## config.mk

```make
export PLATFORM = sky130hd
export DESIGN_NAME = mbist_march
export DESIGN_NICKNAME = d
export VERILOG_FILES = /design/src/rtl/mbist_pkg.sv /design/src/rtl/mbist_addr_seq.sv /design/src/rtl/mbist_cmp.sv /design/src/rtl/mbist_march.sv
export SDC_FILE = /design/constraint.sdc
export NUM_CORES = 1
export LEC_CHECK = 0
export BUFFER_PORTS_ARGS = -buffer_cell sky130_fd_sc_hd__buf_4
export CELL_PAD_IN_SITES_DETAIL_PLACEMENT = 0
export CELL_PAD_IN_SITES_GLOBAL_PLACEMENT = 2
export CORE_AREA = 2 2 68 86
export DETAILED_ROUTE_END_ITERATION = 8
export DIE_AREA = 0 0 70 88
export PLACE_DENSITY = 0.83
export SYNTH_ARGS = -nofsm -noshare
export SYNTH_HDL_FRONTEND = slang
export SYNTH_HIERARCHICAL = 1
export SYNTH_SLANG_ARGS = --single-unit
```

## constraint.sdc

```tcl
create_clock -name clk -period 2.6 [get_ports clk]
set_input_delay 0 -clock clk [delete_from_list [all_inputs] [get_ports clk]]
set_output_delay 0 -clock clk [all_outputs]
set_load 0.1 [all_outputs]
```

## src/rtl/mbist_pkg.sv

```systemverilog
package mbist_pkg;

   typedef enum logic [2:0] {
      ST_IDLE,
      ST_RUN,
      ST_FIX,
      ST_HOLD,
      ST_FIN
   } mb_state_e;

   typedef struct packed {
      logic down;
      logic rd;
      logic rd_val;
      logic wr;
      logic wr_val;
   } pass_t;

   localparam int unsigned NUM_PASSES = 6;

   function automatic pass_t pass_desc(input logic [2:0] idx);
      pass_t p;
      p = '0;
      case (idx)
         3'd0: begin p.wr = 1'b1; p.wr_val = 1'b0; end
         3'd1: begin p.rd = 1'b1; p.rd_val = 1'b0; p.wr = 1'b1; p.wr_val = 1'b1; end
         3'd2: begin p.rd = 1'b1; p.rd_val = 1'b1; p.wr = 1'b1; p.wr_val = 1'b0; end
         3'd3: begin p.down = 1'b1; p.rd = 1'b1; p.rd_val = 1'b0; p.wr = 1'b1; p.wr_val = 1'b1; end
         3'd4: begin p.down = 1'b1; p.rd = 1'b1; p.rd_val = 1'b1; p.wr = 1'b1; p.wr_val = 1'b0; end
         3'd5: begin p.rd = 1'b1; p.rd_val = 1'b0; end
         default: p = '0;
      endcase
      return p;
   endfunction

endpackage

```

## src/rtl/mbist_addr_seq.sv

```systemverilog
module mbist_addr_seq #(
   parameter int DEPTH = 16,
   parameter int AW    = $clog2(DEPTH)
) (
   input  logic          clk,
   input  logic          rst_n,
   input  logic          clr_i,
   input  logic          adv_i,
   input  logic          down_i,
   output logic [AW-1:0] addr_o,
   output logic          last_o
);

   localparam logic [AW-1:0] TOP_ADDR = AW'(DEPTH - 1);
   localparam bit            POW2     = (DEPTH & (DEPTH - 1)) == 0;

   if (DEPTH < 2) begin : g_bad_depth
      $error("mbist_addr_seq: DEPTH must be at least 2");
   end

   logic [AW-1:0] cnt_q;

   always_ff @(posedge clk or negedge rst_n) begin
      if (!rst_n)      cnt_q <= '0;
      else if (clr_i)  cnt_q <= '0;
      else if (adv_i)  cnt_q <= cnt_q + 1'b1;
   end

   assign last_o = (cnt_q == TOP_ADDR);

   if (POW2) begin : g_pow2
      assign addr_o = down_i ? ~cnt_q : cnt_q;
   end else begin : g_any
      assign addr_o = down_i ? (TOP_ADDR - cnt_q) : cnt_q;
   end

   // address never leaves the array
   p_addr_range_r2: assert property (@(posedge clk) disable iff (!rst_n)
      {1'b0, addr_o} < (AW + 1)'(DEPTH));
   // the sequencer never steps past the final address of a pass
   p_no_wrap_r2: assert property (@(posedge clk) disable iff (!rst_n)
      last_o |-> !adv_i);

endmodule

```

## src/rtl/mbist_cmp.sv

```systemverilog
module mbist_cmp #(
   parameter int DW = 8,
   parameter int AW = 4
) (
   input  logic          clk,
   input  logic          rst_n,
   input  logic          en_i,
   input  logic          exp_bit_i,
   input  logic [DW-1:0] rdata_i,
   input  logic [AW-1:0] addr_i,
   output logic          miss_o,
   output logic [AW-1:0] cap_addr_o,
   output logic [DW-1:0] cap_data_o
);

   logic [DW-1:0] exp_word;

   assign exp_word = {DW{exp_bit_i}};
   assign miss_o   = en_i && (rdata_i != exp_word);

   always_ff @(posedge clk or negedge rst_n) begin
      if (!rst_n) begin
         cap_addr_o <= '0;
         cap_data_o <= '0;
      end else if (miss_o) begin
         cap_addr_o <= addr_i;
         cap_data_o <= exp_word;
      end
   end

   // the latched correct word is always a uniform background
   p_uniform_bg_r10: assert property (@(posedge clk) disable iff (!rst_n)
      miss_o |=> (cap_data_o == '0) || (cap_data_o == '1));

endmodule

```

## src/rtl/mbist_march.sv

```systemverilog
module mbist_march #(
   parameter int DEPTH   = 16,
   parameter int DW      = 8,
   parameter int REP_MAX = 4,
   parameter int AW      = $clog2(DEPTH)
) (
   input  logic          clk,
   input  logic          rst_n,
   input  logic          start_i,
   input  logic          cont_i,
   output logic [AW-1:0] mem_addr_o,
   output logic          mem_we_o,
   output logic [DW-1:0] mem_wdata_o,
   output logic          mem_re_o,
   input  logic [DW-1:0] mem_rdata_i,
   output logic          busy_o,
   output logic          done_o,
   output logic          pass_o,
   output logic          err_o,
   output logic [AW-1:0] err_addr_o,
   output logic [DW-1:0] err_data_o,
   output logic          repaired_o,
   output logic          repairable_o
);
   import mbist_pkg::*;

   localparam int         CW        = $clog2(REP_MAX + 1);
   localparam logic [2:0] LAST_PASS = 3'(NUM_PASSES - 1);

   if (DW < 1) begin : g_bad_dw
      $error("mbist_march: DW must be at least 1");
   end
   if (REP_MAX < 1) begin : g_bad_rep
      $error("mbist_march: REP_MAX must be at least 1");
   end

   mb_state_e     state_q;
   logic [2:0]    pass_q;
   logic [CW-1:0] rep_cnt_q;
   logic          pass_ok_q;
   logic          fixable_q;

   pass_t         cur;
   logic          run, miss, last, clr, adv, budget_ok;
   logic [AW-1:0] seq_addr, cap_addr;
   logic [DW-1:0] cap_data;

   assign cur       = pass_desc(pass_q);
   assign run       = (state_q == ST_RUN);
   assign budget_ok = rep_cnt_q < CW'(REP_MAX);
   assign clr       = ((state_q == ST_IDLE) && start_i) ||
                      (run && !miss && last && (pass_q != LAST_PASS));
   assign adv       = run && !miss && !last;

   mbist_addr_seq #(.DEPTH(DEPTH), .AW(AW)) u_addr (
      .clk    (clk),
      .rst_n  (rst_n),
      .clr_i  (clr),
      .adv_i  (adv),
      .down_i (cur.down),
      .addr_o (seq_addr),
      .last_o (last)
   );

   mbist_cmp #(.DW(DW), .AW(AW)) u_cmp (
      .clk        (clk),
      .rst_n      (rst_n),
      .en_i       (run && cur.rd),
      .exp_bit_i  (cur.rd_val),
      .rdata_i    (mem_rdata_i),
      .addr_i     (seq_addr),
      .miss_o     (miss),
      .cap_addr_o (cap_addr),
      .cap_data_o (cap_data)
   );

   always_ff @(posedge clk or negedge rst_n) begin
      if (!rst_n) begin
         state_q   <= ST_IDLE;
         pass_q    <= '0;
         rep_cnt_q <= '0;
         pass_ok_q <= 1'b0;
         fixable_q <= 1'b1;
      end else begin
         case (state_q)
            ST_IDLE: if (start_i) begin
               state_q   <= ST_RUN;
               pass_q    <= '0;
               rep_cnt_q <= '0;
               pass_ok_q <= 1'b1;
               fixable_q <= 1'b1;
            end
            ST_RUN: begin
               if (miss) begin
                  fixable_q <= budget_ok;
                  if (budget_ok) begin
                     state_q <= ST_FIX;
                  end else begin
                     pass_ok_q <= 1'b0;
                     state_q   <= ST_FIN;
                  end
               end else if (last) begin
                  if (pass_q == LAST_PASS) state_q <= ST_FIN;
                  else                     pass_q  <= pass_q + 3'd1;
               end
            end
            ST_FIX: begin
               rep_cnt_q <= rep_cnt_q + 1'b1;
               state_q   <= ST_HOLD;
            end
            ST_HOLD: if (cont_i) state_q <= ST_RUN;
            ST_FIN:  state_q <= ST_IDLE;
            default: state_q <= ST_IDLE;
         endcase
      end
   end

   assign mem_addr_o   = (state_q == ST_FIX) ? cap_addr : seq_addr;
   assign mem_we_o     = (run && cur.wr && !miss) || (state_q == ST_FIX);
   assign mem_wdata_o  = (state_q == ST_FIX) ? cap_data : {DW{cur.wr_val}};
   assign mem_re_o     = run && cur.rd;
   assign busy_o       = run || (state_q == ST_FIX) || (state_q == ST_HOLD);
   assign done_o       = (state_q == ST_FIN);
   assign pass_o       = pass_ok_q;
   assign err_o        = miss;
   assign err_addr_o   = cap_addr;
   assign err_data_o   = cap_data;
   assign repaired_o   = (state_q == ST_HOLD);
   assign repairable_o = fixable_q;

   // end-of-run indication lasts one cycle
   p_done_pulse_r8: assert property (@(posedge clk) disable iff (!rst_n)
      done_o |=> !done_o);
   // a mismatching read never lets the march write through
   p_no_we_on_err_r5: assert property (@(posedge clk) disable iff (!rst_n)
      err_o |-> !mem_we_o);
   // the repaired flag follows a write to the latched address
   p_fix_write_r5: assert property (@(posedge clk) disable iff (!rst_n)
      $rose(repaired_o) |-> $past(mem_we_o) && ($past(mem_addr_o) == err_addr_o));
   // the repaired flag waits for continue
   p_hold_wait_r6: assert property (@(posedge clk) disable iff (!rst_n)
      repaired_o && !cont_i |=> repaired_o);
   // the repair budget is never exceeded
   p_budget_r7: assert property (@(posedge clk) disable iff (!rst_n)
      rep_cnt_q <= CW'(REP_MAX));
   // a run keeps going whatever start does
   p_start_ignored_r9: assert property (@(posedge clk) disable iff (!rst_n)
      busy_o && !done_o && start_i |=> busy_o || done_o);

endmodule

```

Word level (Yosys, flattened, before mapping)
Index checks and enable logic that the tools add are counted.
{"block": "op_classes", "n_shift": 0, "add_sub_neg": 3, "n_bitwise": 1, "n_div": 0, "magnitude_cmp": 1, "n_eq_ne": 21, "n_reduce_logical": 30, "mul": 0, "muxes": 27}
{"op": "2-to-1 mux 3 bit", "count": 10}
{"op": "2-to-1 mux 4 bit", "count": 4}
{"op": "== test 3 x 2 -> 1 bit, second input constant", "count": 4}
{"op": "one-hot mux 3 bit (2 select lines)", "count": 2}
{"op": "one-hot mux 3 bit (4 select lines)", "count": 1}
{"op": "inequality test 2 bit, second input constant", "count": 5}
{"op": "== test 3 bit, second input constant", "count": 3}
{"op": "logical AND 1 bit", "count": 9}
{"op": "2-to-1 mux 8 bit", "count": 1}
{"op": "inequality test 8 bit", "count": 1}
{"op": "one-hot mux 2 bit (2 select lines)", "count": 2}
{"op": "AND reduction 4 bit", "count": 2}
{"op": "adder 3 x 1 -> 3 bit, second input constant", "count": 2}
{"op": "== test 3 x 1 -> 1 bit, second input constant", "count": 2}
{"op": "zero test 3 bit", "count": 2}
{"op": "inequality test 3 x 1 -> 1 bit, second input constant", "count": 2}
{"op": "nonzero test 2 bit", "count": 3}
{"op": "OR reduction 2 bit", "count": 3}
{"op": "OR reduction 3 bit", "count": 2}
{"op": "2-to-1 mux 1 bit", "count": 5}
{"op": "AND reduction 5 bit", "count": 1}
{"op": "adder 4 x 1 -> 4 bit, second input constant", "count": 1}
{"op": "== test 4 bit, second input constant", "count": 1}
{"op": "logical OR 1 bit", "count": 4}
{"op": "8 further kinds", "count": 11}
{"block": "word_totals", "ramBits": 0, "word_cells": 91, "mem_bits_ro": 0, "latchBits": 0, "inputBits": 12, "regBits": 20, "output_inout_bits": 32, "mem_count": 0}

Longest topological paths before layout
Gate-level depths: netlist (run 1).
{"block": "logic_depth", "depth_word": 11, "depth_mapped": 12, "depth_no_buf": 12}

Cells and area by module
The synthesis (run 1) kept the hierarchy.
{"module": "mbist_march", "instances": 1, "cells_each": 94, "area_each_um2": 850.8}
{"module": "mbist_cmp", "instances": 1, "cells_each": 27, "area_each_um2": 326.6}
{"module": "mbist_addr_seq", "instances": 1, "cells_each": 21, "area_each_um2": 234.0}

Worst setup path after synthesis (run 1)
No wires, ideal clock.
{"block": "synth_timing", "kind": "reg2reg", "start": "reg pass_q[0]", "end": "reg u_addr.cnt_q[3]", "n_path_buf": 0, "stages_incl_launch_ff": 11, "setup_slack_ns": -1.706, "arrival_ns": 4.181, "cell_sequence": "dfrtp_1 > inv_1 > ha_1 > inv_1 > o21ai_0 > o31a_1 > o41ai_4 > a21oi_2 > nor3_1 > nand4_1 > mux2_4"}
{"item": "start, declared", "line": "mbist_march.sv:38", "text": "logic [2:0] pass_q;"}
{"item": "start signal, assigned", "line": "mbist_march.sv:104", "text": "else pass_q <= pass_q + 3'd1;"}
{"item": "end signal, assigned", "line": "mbist_addr_seq.sv:26", "text": "else if (adv_i) cnt_q <= cnt_q + 1'b1;"}
{"item": "end, declared", "line": "mbist_addr_seq.sv:21", "text": "logic [AW-1:0] cnt_q;"}

==> results of run 1 <==
[cell type report]
class                      instances  area share [%]
tap                               64            4.10
timing repair buffer              54            21.8
inverter                           9            1.73
clock buffer                       4            2.82
sequential                        20            25.7
multi-input combinational         99            43.8
[worst min-delay path by stage]
stage / startpoint / end / slack (ns) / cells past startpoint
final: start_i / state_q[0] / 0.04 / 3
after detailed placement: rst_n / u_cmp/cap_addr_o[0] / -0.1 / 1
after floorplan: rst_n / pass_o / -0.30 / 0
after global routing: start_i / state_q[0] / 0.05 / 3
after CTS: start_i / state_q[0] / 0.04 / 3
after global placement: rst_n / u_cmp/cap_addr_o[0] / -0.09 / 1
[per-layer routing]
layer | part of all wire (%) | vias to the layer above | global-route usage, % | wire length [microns]
met5 | 0 | - | 0 | 0
met4 | 1.4 | 0 | 4.20 | 44
met3 | 5.4 | 5 | 1.96 | 172
met2 | 51 | 33 | 20.1 | 1620
met1 | 42 | 560 | 12.4 | 1350
li1 | - | 577 | - | -
[stage by stage]
| step | util (%) | instance area, sq um | setup TNS (ns) | setup slack, ns | hold WS [ns] |
|---|---|---|---|---|---|
| after detailed placement | 34.6 | 1840 | 0 | 0.101 | -0.0987 |
| after CTS | 36.6 | 1950 | 0 | 0.00534 | 0.0415 |
| after global placement | 34.6 | 1840 | 0 | 0.199 | -0.0950 |
| after floorplan | - | 1480 | -1.29 | -0.241 | -0.296 |
| final | 36.6 | 1950 | 0 | 0.139 | 0.0434 |
| after global routing | 36.6 | 1950 | 0 | 0.00588 | 0.0502 |
[cells in the mapped netlist (2+ instances only)]
cell type	count
buf_2	2
nor3b_1	3
ha_1	7
nand2_1	9
buf_4	7
nor2_1	11
xor2_1	4
a21o_1	9
inv_1	9
and3_1	2
dfrtp_1	19
clkbuf_1	3
nor2b_1	2
mux2i_1	3
nand4_1	3
nand3_1	2
buf_6	2
o21ai_0	5
a21oi_1	8
mux2_2	5
mux2_4	5
[sequential cells by signal (all words and copies together), names as in the netlist]
| register | cells |
|---|---|
| u_cmp/cap_addr_o | 4 |
| pass_o | 1 |
| state_q | 3 |
| repairable_o | 1 |
| rep_cnt_q | 3 |
| pass_q | 3 |
| u_cmp/cap_data_o | 1 |
| u_addr/cnt_q | 4 |
[cells by family after synthesis]
logic type,share of synthesized area [%]
flip-flops,35.6
adder cells (fa/ha/maj),6.21
AND/OR/NAND/NOR,17.6
multiplexers,11.4
buffers and inverters,9.22
XOR/XNOR,3.10
AO/OA/AOI/OAI,16.8
[worst max-delay path: stages, from the launching register on]
cell	delay, ns
dfrtp_1	0.37
inv_1	0.06
ha_1	0.20
nand2_2	0.10
o21ai_4	0.08
or3_4	0.38
o41ai_4	0.29
a21oi_4	0.10
buf_6	0.17
nor2_2	0.13
a21o_4	0.14
buf_12	0.16
[timing repair]
action                     CTS  global route
buffers inserted             1             0
hold endpoints to repair    21             0
pin swaps                    1             1
cloned                       0             0
setup endpoints to repair    1             2
resized for setup            6             1
hold buffers                 2             0
==> reports/qor.yml, run 1 <==
worst_setup_path:
  cp_max_fo: 9
  required_ns: 2.60
  cp.arrival_ns: 2.46
  path_class: "register to output pin"
  crit_path_end_kind: "output pin"
  worstSetupEndpoint: "mem_we_o"
  crit_start: "pass_q[1]"
  reg2reg_from: "pass_q[1]"
  worstSetupStartpointType: "register"
  rr_worst_depth: 12
  r2r_slack_ns: 0.18
  worst_r2r_endpoint: "u_addr/cnt_q[3]"
clock_tree:
  cts_made_buffers: 3
  cts.path.max_buffers: 2
  h-tree-depth: 1
  path_clk_slew_ns: 0.07
  cts_sinks: 20
  cts_tree: "done"
  ctsRootBufferMaster: "clkbuf_8"
  clock_latency_ns: 0.26
drt:
  firstDrtPassIters: 4
  via_count: 1175
  wire_per_inst_microns: 12.7
  routed_wl_microns: 3180
  viasPerCell: 4.70
  drtAntennaViolNets: 0
  drt-initial-drc-count: 31
  drc: 0
timing:
  worst_pin_slew_ns: 0.694
  setup_viol: 0
  period_minus_slack_ns: 2.46
  rsz0062_at_grt: "false"
  skew_ns: 0.000826
  finalCritPeriodShare_pct: 94.7
  hold_violations: 0
  finalMaxSlewViolations: 0
  slew_headroom_pct: 53.7
  max_freq_mhz: 406
floorplanning:
  dieArea_sq_um: 6160
  start_util_pct: 26.5
  die_h_microns: 88
  num_io_pins: 44
  core_sq_um: 5330
  rows: 30
  die_x_microns: 70
placed_design:
  routabilityCongestion: 0.772
  post-dp-hpwl_microns: 2400
  io_buffers: 43
  dp.cells: 243
global_route:
  grt.total_usage_pct: 10.8
  gr-total-overflow: 0
  antenna_found_initial: 0
  grt_first_pass_wirelength_microns: 5330
  grt_start_max_net_pins: 21
  grt_pass1_vias: 1188
logic_synthesis:
  synthesis.area_sq_um: 1410
  synthFlopType: "dfrtp_1"
  synth_cells: 142
  synth_edf_count: 0
  synth_top_area_share_pct: 33.7
  synth_cell_type_count: 43
  avgSynthCellArea_sq_um: 9.94
  ys_seq_area_share_pct: 35.5
  yosysWarnings: 6
  synth_top_area_cell: "dfrtp_1"
  synth.area.top_cells: "dfrtp_1, ha_1, mux2_4"
  synthArstFlopShare_pct: 100
  ys_ff_latch: 20
  syn-num-nets: 161
cells_and_area:
  layout_commonest_cell: "buf_4"
  drive_gt1_share_pct: 46.8
  antenna_cells: 0
  final_cell_mix: "buf_4, dfrtp_1, nor2_1"
  fillCellCount: 550
  area_growth_pct: 38.4
  finalNetCount: 206
  regArea_sq_um: 502
  multi_input_area_sq_um: 856
  layoutNonFillerInstCount: 250
min_path:
  hold_path.class: "input pin to register"
run_status:
  outcome: "completed"
run:
  cap_violations: 0
Power of run 1 is left out: the tool's default activity adds up to more than one toggle a clock period on the data nets, which glitch-free logic cannot reach.
==> run 2: changes to the inputs <==
Settings changed: RECOVER_POWER from default to 100.
==> reports/qor.yml, run 2 (synthesis results as in run 1) <==
timing:
  skew_ns: 0.00189
  finalMaxSlewViolations: 0
  rsz0062_at_grt: "false"
  slew_headroom_pct: 22.5
  finalCritPeriodShare_pct: 94.7
  worst_pin_slew_ns: 1.17
  whs_ns: 0.0420
  setup_viol: 0
  period_minus_slack_ns: 2.46
  timing.setup.tns_ns: 0
  max_freq_mhz: 406
  hold_violations: 0
clock_tree:
  cts_made_buffers: 3
  cts_tree: "done"
  ctsRootBufferMaster: "clkbuf_8"
  cts_sinks: 20
  path_clk_slew_ns: 0.07
  clock_latency_ns: 0.26
  cts.path.max_buffers: 2
  h-tree-depth: 1
global_route:
  grt_pass1_vias: 1188
  antenna_found_initial: 0
  grt.total_usage_pct: 10.8
  grt_start_max_net_pins: 21
  grt_first_pass_wirelength_microns: 5330
  gr-total-overflow: 0
run:
  cap_violations: 0
cells_and_area:
  layoutNonFillerInstCount: 250
  finalNetCount: 206
  area_growth_pct: 29.5
  drive_gt1_share_pct: 34.4
  postLayoutCoreUtil_pct: 34.3
  largestRegisters: "u_addr/cnt_q: 4 flops, u_cmp/cap_addr_o: 4 flops"
  layout_commonest_cell: "clkbuf_1"
  antenna_cells: 0
  final_cell_mix: "clkbuf_1, dfrtp_1, buf_4"
  fillCellCount: 588
worst_setup_path:
  path_cells: "inv_1 -> ha_1 -> nand2_2 -> o21ai_4 -> or3_4 -> o41ai_4 -> a21oi_4 -> buf_6 -> nor2_2 -> a21o_4 -> buf_12"
  required_ns: 2.60
  cp.arrival_ns: 2.46
  crit_path_end_kind: "output pin"
  cp_max_fo: 9
  worstSetupStartpointType: "register"
  path_class: "register to output pin"
  crit_start: "pass_q[1]"
  reg2reg_from: "pass_q[1]"
  worst_r2r_endpoint: "u_addr/cnt_q[3]"
  cp_slowest_cell: "or3_4"
  slowest_delay_ns: 0.38
  r2r_slack_ns: 0.17
  rr_worst_depth: 12
min_path:
  hp-start: "start_i"
  holdPathEnd: "state_q[0]"
  whs_path_depth: 3
  hold_path.class: "input pin to register"
drt:
  viasPerCell: 4.78
  drt-initial-drc-count: 37
  via_count: 1195
  routed_wl_microns: 3190
  wire_per_inst_microns: 12.8
  drtAntennaViolNets: 0
  drc: 0
  firstDrtPassIters: 4
floorplanning:
  die_h_microns: 88
  start_util_pct: 26.5
  rows: 30
  dieArea_sq_um: 6160
  core_sq_um: 5330
  num_io_pins: 44
  die_x_microns: 70
placed_design:
  dp.cells: 243
  io_buffers: 43
  post-dp-hpwl_microns: 2400
  routabilityCongestion: 0.772
run_status:
  outcome: "completed"
==> run 2: worst max path at each step <==
stage,to,slack (ns)
floorplan,u_addr/cnt_q[3],-0.24
global placement,u_addr/cnt_q[3],0.20
detailed placement,u_addr/cnt_q[3],0.10
CTS,mem_we_o,0.005
global route,mem_we_o,0.008
finish,mem_we_o,0.14
==> run 2: routing by layer <==
| metal | vias up | track usage [%] | wire length [microns] | part of all wire, % |
|---|---|---|---|---|
| met1 | 574 | 12.4 | 1340 | 42 |
| met3 | 5 | 1.96 | 189 | 5.9 |
| met5 | - | 0 | 0 | 0 |
| met2 | 36 | 20.1 | 1620 | 51 |
| li1 | 580 | - | - | - |
| met4 | 0 | 4.20 | 44 | 1.4 |
==> run 2: worst max-delay path: cells and delay by family, from the launching register on <==
| kind | cells | cell delay (ns) |
|---|---|---|
| DFF | 1 | 0.37 |
| adders and majority gates | 1 | 0.20 |
| buffers and inverters | 3 | 0.39 |
| and+or+nand+nor | 3 | 0.61 |
| AOI/OAI and AO/OA | 4 | 0.61 |
==> run 2: per-stage QoR <==
| step | area, sq um | setup WS, ns |
|---|---|---|
| floorplan | 1480 | -0.241 |
| global placement | 1840 | 0.199 |
| detailed placement | 1840 | 0.101 |
| CTS | 1950 | 0.00534 |
| global route | 1830 | 0.00793 |
| finish | 1830 | 0.137 |
==> run 2: final cells by class <==
cell class | instances | area, sq um | area share (%)
Clock buffer | 4 | 55.1 | 3.01
Multi-Input combinational cell | 99 | 841 | 46.0
Inverter | 9 | 33.8 | 1.85
Sequential cell | 20 | 502 | 27.4
Timing Repair Buffer | 54 | 317 | 17.3
Tap cell | 64 | 80.1 | 4.38
==> run 2: what timing repair did <==
action                     in CTS  in global routing
pin swaps                       1                  1
hold endpoints to repair       21                  0
hold buffers                    2                  0
setup endpoints to repair       1                  2
gates resized for setup         6                  1
cloned                          0                  0
setup buffers                   1                  0
Power of run 2 is left out for the same reason.
